[config.mk]
export PLATFORM = sky130hd
export DESIGN_NAME = serial_cmd_regfile
export DESIGN_NICKNAME = d
export VERILOG_FILES = /design/src/rtl/serial_cmd_pkg.sv /design/src/rtl/serial_cmd_sync.sv /design/src/rtl/serial_cmd_rx.sv /design/src/rtl/serial_cmd_bank.sv /design/src/rtl/serial_cmd_regfile.sv
export SDC_FILE = /design/constraint.sdc
export NUM_CORES = 1
export LEC_CHECK = 0
export ABC_AREA = 1
export CAP_MARGIN = 10
export CORE_ASPECT_RATIO = 0.5
export CORE_MARGIN = 8
export CORE_UTILIZATION = 56
export CTS_BUF_LIST = sky130_fd_sc_hd__clkbuf_8
export CTS_CLUSTER_DIAMETER = 150
export CTS_CLUSTER_SIZE = 24
export DETAILED_ROUTE_END_ITERATION = 7
export PLACE_DENSITY_LB_ADDON = 0.12
export SLEW_MARGIN = 0
export SYNTH_ARGS = -nofsm -noshare
export SYNTH_HDL_FRONTEND = slang
export SYNTH_SLANG_ARGS = --single-unit
[constraint.sdc]
create_clock -name clk -period 4.07 [get_ports clk]
set_input_delay 0.6105 -clock clk [delete_from_list [all_inputs] [get_ports clk]]
set_output_delay 0.6105 -clock clk [all_outputs]
set_load 0.1 [all_outputs]
[src/rtl/serial_cmd_pkg.sv]
package serial_cmd_pkg;
  localparam int WORD_BITS  = 16;
  localparam int CMD_BITS   = 4;
  localparam int DATA_BITS  = WORD_BITS - 1 - CMD_BITS;
  localparam int REG_COUNT  = 14;
  localparam int DISP_REG   = 4;
  localparam int DISP_BIT   = 0;
  localparam int SYNC_DEPTH = 2;
endpackage

[src/rtl/serial_cmd_sync.sv]
module serial_cmd_sync #(
  parameter int          W      = 4,
  parameter int          STAGES = 2,
  parameter logic [W-1:0] RST_VAL = '0
) (
  input  logic         clk,
  input  logic         rst_n,
  input  logic [W-1:0] d,
  output logic [W-1:0] q
);
  logic [STAGES-1:0][W-1:0] stg_q;

  genvar s;
  generate
    for (s = 0; s < STAGES; s++) begin : g_stage
      logic [W-1:0] stg_d;
      if (s == 0) begin : g_first
        always_comb stg_d = d;
      end else begin : g_next
        always_comb stg_d = stg_q[s-1];
      end
      always_ff @(posedge clk or negedge rst_n) begin
        if (!rst_n) stg_q[s] <= RST_VAL;
        else        stg_q[s] <= stg_d;
      end
    end
  endgenerate

  assign q = stg_q[STAGES-1];
endmodule

[src/rtl/serial_cmd_rx.sv]
module serial_cmd_rx #(
  parameter int WORD_W = 16
) (
  input  logic              clk,
  input  logic              rst_n,
  input  logic              soft_clr,
  input  logic              enable,
  input  logic              cs_n_s,
  input  logic              sck_s,
  input  logic              sdi_s,
  output logic              word_vld,
  output logic [WORD_W-1:0] word
);
  localparam int SAT   = WORD_W + 1;
  localparam int CNT_W = $clog2(WORD_W + 2);

  logic              cs_q, sck_q;
  logic              armed_q, armed_d;
  logic [CNT_W-1:0]  cnt_q, cnt_d;
  logic [WORD_W-1:0] sh_q, sh_d;
  logic              vld_q, vld_d;
  logic              cs_fall, cs_rise, sck_rise;

  always_comb begin
    cs_fall  = cs_q & ~cs_n_s;
    cs_rise  = ~cs_q & cs_n_s;
    sck_rise = sck_s & ~sck_q;
  end

  always_comb begin
    armed_d = armed_q;
    cnt_d   = cnt_q;
    sh_d    = sh_q;
    vld_d   = 1'b0;
    if (soft_clr) begin
      armed_d = 1'b0;
      cnt_d   = '0;
    end else if (cs_fall && enable) begin
      armed_d = 1'b1;
      cnt_d   = '0;
    end else if (cs_rise) begin
      armed_d = 1'b0;
      vld_d   = armed_q && (cnt_q == CNT_W'(WORD_W));
    end else if (armed_q && !cs_n_s && sck_rise) begin
      sh_d = {sh_q[WORD_W-2:0], sdi_s};
      if (cnt_q != CNT_W'(SAT)) cnt_d = cnt_q + 1'b1;
    end
  end

  always_ff @(posedge clk or negedge rst_n) begin
    if (!rst_n) begin
      cs_q    <= 1'b1;
      sck_q   <= 1'b0;
      armed_q <= 1'b0;
      cnt_q   <= '0;
      sh_q    <= '0;
      vld_q   <= 1'b0;
    end else begin
      cs_q    <= cs_n_s;
      sck_q   <= sck_s;
      armed_q <= armed_d;
      cnt_q   <= cnt_d;
      sh_q    <= sh_d;
      vld_q   <= vld_d;
    end
  end

  assign word_vld = vld_q;
  assign word     = sh_q;

  // bit counter never runs past its saturation value
  assert_cnt_bound_R6: assert property (@(posedge clk) disable iff (!rst_n)
    cnt_q <= CNT_W'(SAT));
  // nothing is shifted while select is idle high
  assert_idle_no_shift_R3: assert property (@(posedge clk) disable iff (!rst_n)
    (cs_n_s && cs_q) |=> $stable(sh_q));
  // no word is offered before release
  assert_no_word_unreleased_R2: assert property (@(posedge clk) disable iff (!rst_n)
    !enable |=> !vld_q);
endmodule

[src/rtl/serial_cmd_bank.sv]
module serial_cmd_bank #(
  parameter int WORD_W = 16,
  parameter int CMD_W  = 4,
  parameter int DATA_W = 11,
  parameter int NREG   = 14
) (
  input  logic               clk,
  input  logic               rst_n,
  input  logic               soft_clr,
  input  logic               word_vld,
  input  logic [WORD_W-1:0]  word,
  output logic [NREG*DATA_W-1:0] cfg
);
  logic [CMD_W-1:0]  num;
  logic [DATA_W-1:0] payload;
  logic              is_cmd;
  logic [NREG-1:0]   wr_en;

  always_comb begin
    is_cmd  = word[WORD_W-1];
    num     = word[WORD_W-2 -: CMD_W];
    payload = word[DATA_W-1:0];
  end

  genvar k;
  generate
    for (k = 0; k < NREG; k++) begin : g_reg
      logic [DATA_W-1:0] r_q, r_d;
      always_comb wr_en[k] = word_vld && is_cmd && (num == CMD_W'(k));
      always_comb begin
        r_d = r_q;
        if (soft_clr)      r_d = '0;
        else if (wr_en[k]) r_d = payload;
      end
      always_ff @(posedge clk or negedge rst_n) begin
        if (!rst_n) r_q <= '0;
        else        r_q <= r_d;
      end
      assign cfg[k*DATA_W +: DATA_W] = r_q;
    end
  endgenerate

  // at most one register written per word
  assert_one_target_R4: assert property (@(posedge clk) disable iff (!rst_n)
    $onehot0(wr_en));
  // reserved command numbers leave the bank untouched
  assert_reserved_ignored_R5: assert property (@(posedge clk) disable iff (!rst_n)
    (word_vld && is_cmd && num >= CMD_W'(NREG) && !soft_clr) |=> $stable(cfg));
  // words with top bit clear leave the bank untouched
  assert_non_cmd_ignored_R7: assert property (@(posedge clk) disable iff (!rst_n)
    (word_vld && !is_cmd && !soft_clr) |=> $stable(cfg));
  // soft reset empties the bank
  assert_soft_clear_R9: assert property (@(posedge clk) disable iff (!rst_n)
    soft_clr |=> (cfg == '0));
endmodule

[src/rtl/serial_cmd_regfile.sv]
module serial_cmd_regfile
  import serial_cmd_pkg::*;
#(
  parameter int WORD_W = WORD_BITS,
  parameter int CMD_W  = CMD_BITS,
  parameter int NREG   = REG_COUNT,
  parameter int DREG   = DISP_REG,
  parameter int DBIT   = DISP_BIT,
  parameter int SYNC_N = SYNC_DEPTH
) (
  input  logic clk,
  input  logic rst_n,
  input  logic cs_n,
  input  logic sck,
  input  logic sdi,
  input  logic test_n,
  output logic [NREG*(WORD_W-1-CMD_W)-1:0] cfg_regs,
  output logic disp_en,
  output logic por_done
);
  localparam int DATA_W = WORD_W - 1 - CMD_W;

  logic [3:0]        raw, syn;
  logic              cs_s, sck_s, sdi_s, test_s;
  logic              rel_q, rel_d;
  logic              soft_clr;
  logic              word_vld;
  logic [WORD_W-1:0] word;

  assign raw = {test_n, sdi, sck, cs_n};

  serial_cmd_sync #(.W(4), .STAGES(SYNC_N), .RST_VAL(4'b1001)) u_sync (
    .clk(clk), .rst_n(rst_n), .d(raw), .q(syn)
  );

  always_comb begin
    cs_s   = syn[0];
    sck_s  = syn[1];
    sdi_s  = syn[2];
    test_s = syn[3];
  end

  always_comb begin
    rel_d    = rel_q | ~cs_s;
    soft_clr = rel_q & ~test_s;
  end

  always_ff @(posedge clk or negedge rst_n) begin
    if (!rst_n) rel_q <= 1'b0;
    else        rel_q <= rel_d;
  end

  serial_cmd_rx #(.WORD_W(WORD_W)) u_rx (
    .clk(clk), .rst_n(rst_n), .soft_clr(soft_clr), .enable(rel_q),
    .cs_n_s(cs_s), .sck_s(sck_s), .sdi_s(sdi_s),
    .word_vld(word_vld), .word(word)
  );

  serial_cmd_bank #(.WORD_W(WORD_W), .CMD_W(CMD_W), .DATA_W(DATA_W), .NREG(NREG)) u_bank (
    .clk(clk), .rst_n(rst_n), .soft_clr(soft_clr),
    .word_vld(word_vld), .word(word), .cfg(cfg_regs)
  );

  assign disp_en  = cfg_regs[DREG*DATA_W + DBIT];
  assign por_done = rel_q;

  // once released, stays released until power-on reset
  assert_release_sticky_R2: assert property (@(posedge clk) disable iff (!rst_n)
    rel_q |=> rel_q);
  // bank is empty until release
  assert_empty_until_release_R2: assert property (@(posedge clk) disable iff (!rst_n)
    !rel_q |-> (cfg_regs == '0));
  // display stays off until released
  assert_disp_off_unreleased_R8: assert property (@(posedge clk) disable iff (!rst_n)
    !rel_q |-> !disp_en);
endmodule

==> results_dict.tcl, run 1 <==
set metrics [dict create \
    seqPwrFrac_pct 59.1 \
    skew_ns 0.01820 \
    slowest_stage "clkdlybuf4s50_1" \
    clk_latency_ns 0.47 \
    cts_hold_buf 0 \
    drv_cap 0 \
    first_pass_iters 7 \
    p_total_w 0.003185 \
    r2r_cells 5 \
    synth_nets 762 \
    fill_cells 930 \
    hold_violations 0 \
    final_layout_size_suffix_gt1_share_pct 6.181 \
    synthArstFlopShare_pct 100.0 \
    grt.overflow.total 0 \
    antenna_found_initial 0 \
    synth_edf_count 0 \
    power.internal_w 0.002360 \
    power_per_cell_area_nw_per_um2 339.8 \
    clockPowerShare_pct 37.2 \
    placement_rows 29 \
    crit_chain "clkdlybuf4s50_1" \
    synth_top_cells_by_count "dfrtp_1, nand3_1, o21ai_0" \
    post_cts_resized 0 \
    syn_avg_cell_area_um2 9.724 \
    p_comb_share_pct 3.6 \
    crit_path_end_kind "output pin" \
    grt_use_met2_pct 35.39 \
    dp_hpwl_um 13280 \
    drt_iter0_drc 696 \
    antennaDiodeCount 0 \
    vias 5977 \
    crit_type "flop to output pin" \
    path_buf_inv 1 \
    die-area_um2 17210 \
    cts_max_level 4 \
    switching_power_w 0.0008249 \
    r2r_end "u_bank.g_reg[1].r_q[8]" \
    via_per_inst 5.555 \
    grt_max_degree 98 \
    tightest_slew_ns 1.180 \
    critical_path.top_delay_family "buffers and inverters" \
    synth.area.top_cells "dfrtp_1, nand3_1, o21ai_0" \
    vdd_drop_max_mv 0.2539 \
    crit_required_ns 3.46 \
    netlist_area_um2 7322 \
    cts_tree "built" \
    crit_cells 1 \
    slowest_delay_ns 1.16 \
    final.setup.tns_ns 0 \
    r2r-start "u_sync.q[3]" \
    cp-start-kind "flop" \
    placed_area_um2 8990 \
    seq_area_frac_synth_pct 64.34 \
    synth.most_common_cell "dfrtp_1" \
    clk_pin_slew_ns 0.10 \
    fp.dieH_um 96.86 \
    min_path_type "input pin to asynchronous set/reset pin" \
    fmax_ghz 0.3784 \
    finalWirelength_um 19820 \
    cp-endpoint "por_done" \
    wl_per_cell_um 18.42 \
    die-width_um 177.7 \
    fin_nets 902 \
    drc 0 \
    grt_pass1_vias 5667 \
    finalSetupViolCount 0 \
    rsz0062_at_grt "false" \
    final_area_um2 9373 \
    postRouteAntennaNets 0 \
    grt_use_met1_pct 31.52 \
    maxSlewViolCount 0 \
    place.gp.congestion 0.8136 \
    synthFlopType "dfrtp_1" \
    yosysUniqueCellTypes 22 \
    yosysTopAreaCellShare_pct 62.54 \
    cp_max_fo 3 \
    crit_path_start "por_done" \
    grt_use_met3_pct 5.896 \
    post-cts-setup-buffers 0 \
    grt-busiest-layer "met2" \
    numClockSinks 188 \
    syn_inst 753 \
    p_sw_share_pct 25.90 \
    arrival_ns 2.03 \
    grtUsageTotal_pct 22.99 \
    io_buffers 161 \
    ys_warn_count 0 \
    synth_area_leader_cell "dfrtp_1" \
    area_growth_pct 28.01 \
    clk_path_buf_depth 2 \
    root_buffer "clkbuf_8" \
    fin_crit_ns 2.643 \
    initial_core_util_pct 57.66 \
    power_leakage_nw 4.081 \
    min_period_over_period_pct 64.93 \
    ios 162 \
    ys_seq_elements 188 \
    cts_buffers 17 \
    r2r_slack_ns 1.66 \
    status "complete, no violations" \
    core_area_um2 12700 \
    grt_first_pass_wirelength_um 31220 \
    maxSlewHeadroom_pct 20.50 \
]
## worst min path at each step
stage / end / depth (start not counted) / slack, ns / start
global route: u_sync.g_stage[1].stg_d[1] / 1 / 0.29 / rst_n
floorplan: por_done / 0 / 0.31 / rst_n
detailed placement: u_sync.q[2] / 0 / 0.34 / u_sync.g_stage[1].stg_d[2]
global placement: u_sync.q[2] / 0 / 0.33 / u_sync.g_stage[1].stg_d[2]
CTS: u_sync.g_stage[1].stg_d[1] / 1 / 0.25 / rst_n
finish: u_sync.g_stage[1].stg_d[1] / 1 / 0.24 / rst_n
## power groups by stage
stage                     clock, W  sequential (W)  combinational, W
after floorplan                  0         0.00194         0.0000397
after global placement           0         0.00192          0.000115
after detailed placement         0         0.00192          0.000116
after CTS                  0.00120         0.00188          0.000116
after global routing       0.00128         0.00189          0.000129
final                      0.00119         0.00188          0.000115
## per-stage QoR
stage / std cells / utilization [%] / hold slack [ns] / setup WS [ns]
floorplan: 753 / - / 0.3149 / 2.111
global placement: 1043 / 70.79 / 0.3327 / 1.792
detailed placement: 1043 / 70.79 / 0.3411 / 1.709
CTS: 1075 / 73.74 / 0.2540 / 1.398
global route: 1076 / 73.80 / 0.2897 / 1.365
finish: 1076 / 73.80 / 0.2366 / 1.427
## logic make-up (layout without fill, tap and decap cells)
family,count (synthesis),in the layout,synth area share (%)
buf+inv,112,265,6.340
simple gates,296,296,18.28
fa+ha+maj,3,3,0.5127
flops,188,188,64.34
compound gates,154,154,10.53
## cell type report
class                           count  area, um2  share of cell area, %
Clock buffer                       18      247.7                  2.643
Clock inverter                     14      127.6                  1.362
Inverter                           64      241.5                  2.576
Multi-Input combinational cell    453       2147                  22.91
Sequential cell                   188       4711                  50.26
Tap cell                          170      212.7                  2.269
Timing Repair Buffer              169       1685                  17.98
## sequential cells by signal (all words and copies together) (netlist names)
name	cells
por_done	1
u_bank.g.r_q	154
u_rx.armed_q	1
u_rx.cnt_q	5
u_rx.cs_q	1
u_rx.sck_q	1
u_rx.word	16
u_rx.word_vld	1
u_sync.g_stage.stg_d	4
u_sync.q	4
## cells in the final DEF, fill, tap and decap left out, drive strengths merged, types with 8 or more instances in the layout
cell and count:
inv 69, dfrtp 183, o21ai 151, nand3 153
clkbuf 18, nand2 107, buf 9, clkinv 8
nor2 27, clkdlybuf4s50 160
## per-layer routing
| layer | routed length, um | part of all wire, % |
|---|---|---|
| met1 | 8612 | 43 |
| met3 | 1653 | 8.3 |
| met2 | 9186 | 46 |
| met5 | 0 | 0 |
| met4 | 370 | 1.9 |
Power figures use the tool's default switching activity.
==> run 2, diff against run 1 <==
--- a/config.mk
+++ b/config.mk
@@ -9,7 +9,7 @@
 export CAP_MARGIN = 10
 export CORE_ASPECT_RATIO = 0.5
 export CORE_MARGIN = 8
-export CORE_UTILIZATION = 56
+export CORE_UTILIZATION = 47
 export CTS_BUF_LIST = sky130_fd_sc_hd__clkbuf_8
 export CTS_CLUSTER_DIAMETER = 150
 export CTS_CLUSTER_SIZE = 24
==> constraint.sdc (replaced) <==
create_clock -name clk -period 2.35 [get_ports clk]
set_input_delay 0.3525 -clock clk [delete_from_list [all_inputs] [get_ports clk]]
set_output_delay 0.3525 -clock clk [all_outputs]
set_load 0.1 [all_outputs]
==> results_dict.tcl, run 2 (same netlist as run 1, synthesis figures left out) <==
set metrics [dict create \
    fill_cells 1339 \
    grt_max_degree 91 \
    fmax_ghz 0.5216 \
    power_leakage_nw 4.468 \
    wl_per_cell_um 18.21 \
    crit_type "flop to flop" \
    maxSlewViolCount 0 \
    power_per_cell_area_nw_per_um2 601.6 \
    final_area_um2 9140 \
    clk_latency_ns 0.46 \
    place.gp.congestion 0.7942 \
    postRouteAntennaNets 0 \
    maxSlewHeadroom_pct 51.83 \
    clk_path_buf_depth 2 \
    grtUsageTotal_pct 20.61 \
    vdd_drop_max_mv 0.3111 \
    final_layout_size_suffix_gt1_share_pct 24.27 \
    arrival_ns 2.28 \
    drt_iter0_drc 547 \
    min_period_over_period_pct 81.58 \
    dp_hpwl_um 13930 \
    hold_violations 0 \
    status "complete, no violations" \
    ios 162 \
    final.setup.tns_ns 0 \
    post-cts-setup-buffers 0 \
    largest_register "u_bank.g.r_q" \
    cp-start-kind "flop" \
    root_buffer "clkbuf_8" \
    first_pass_iters 5 \
    grt_first_pass_wirelength_um 32660 \
    clk_pin_slew_ns 0.10 \
    grt.overflow.total 0 \
    die-area_um2 20070 \
    cp_max_fo 16 \
    antenna_found_initial 0 \
    vias 5876 \
    skew_ns 0.02291 \
    post_cts_resized 0 \
    die-width_um 192.5 \
    finalWirelength_um 20450 \
    min_path_type "input pin to flop" \
    largest_reg_flops 154 \
    fp.dieH_um 104.3 \
    p_total_w 0.005499 \
    drv_cap 0 \
    fin_crit_ns 1.917 \
    core_area_um2 15330 \
    fin_nets 915 \
    area_growth_pct 24.83 \
    placed_area_um2 8765 \
    crit_required_ns 2.71 \
    fin_util_pct 59.60 \
    crit_path_end_kind "flop" \
    antennaDiodeCount 0 \
    numClockSinks 188 \
    tightest_slew_ns 0.7208 \
    final_cell_mix "dfrtp_1, buf_4, nand3_1" \
    cts_tree "built" \
    io_buffers 161 \
    rsz0062_at_grt "false" \
    layout_commonest_cell "dfrtp_1" \
    cts_max_level 4 \
    placement_rows 32 \
    finalSetupViolCount 0 \
    initial_core_util_pct 47.75 \
    drc 0 \
    cts_buffers 17 \
    via_per_inst 5.232 \
    grt_pass1_vias 5798 \
]
==> run 2: through the flow <==
stage,std cells,setup slack (ns),hold WS [ns]
final,1123,0.4328,0.2965
after global routing,1123,0.2369,0.2754
after CTS,1123,0.3963,0.2760
after detailed placement,1090,0.4303,0.3347
after global placement,1090,0.4627,0.3345
after floorplan,753,0.3907,0.05691
==> run 2: metal layers <==
layer  global-route usage [%]  wire length (um)
met5                        0                 0
met4                    5.152               183
met3                    3.715              1384
met2                    31.35              9445
met1                    30.02              9439
==> run 2: power breakdown <==
part / internal, W / total (W) / leakage [nW] / switching [W]
Combinational: 0.0000401 / 0.000214 / 1.69 / 0.000174
Sequential: 0.00325 / 0.00326 / 2.59 / 0.00000861
Clock: 0.000773 / 0.00202 / 0.184 / 0.00125
Total: 0.00407 / 0.00550 / 4.47 / 0.00143
==> run 2: area by class of cell <==
cell class / count / area (um2) / share of cell area, %
Clock buffer: 17 / 234.0 / 2.560
Clock inverter: 15 / 131.4 / 1.437
Inverter: 64 / 241.5 / 2.642
Multi-Input combinational cell: 453 / 2147 / 23.49
Sequential cell: 188 / 4711 / 51.54
Tap cell: 204 / 255.2 / 2.793
Timing Repair Buffer: 182 / 1420 / 15.54
==> run 2: worst max-delay path: stages, from the launching register on <==
cell     delay [ns]
dfstp_2        0.55
nor2_4         0.09
nor2_1         0.44
inv_1          0.47
o21ai_0        0.27
==> run 2: final timing paths <==
check	from	endpoint	slack, ns	depth (start not counted)
worst min register to register	u_sync.g_stage[1].stg_d[2]	u_sync.q[2]	0.35	0
worst max register to register	u_sync.q[3]	u_bank.g_reg[10].r_q[3]	0.43	4
min in group asynchronous	rst_n	u_sync.g_stage[1].stg_d[1]	0.43	2
worst max-delay path	u_sync.q[3]	u_bank.g_reg[10].r_q[3]	0.43	4
worst min-delay path	test_n	u_sync.g_stage[1].stg_d[3]	0.30	1
max in group asynchronous	rst_n	u_bank.g_reg[12].r_q[6]	1.19	3
==> run 2: what timing repair did <==
action	in CTS	in global routing
endpoints found under the setup margin	0	0
hold buffers	1	0
endpoints found under the hold margin	47	0
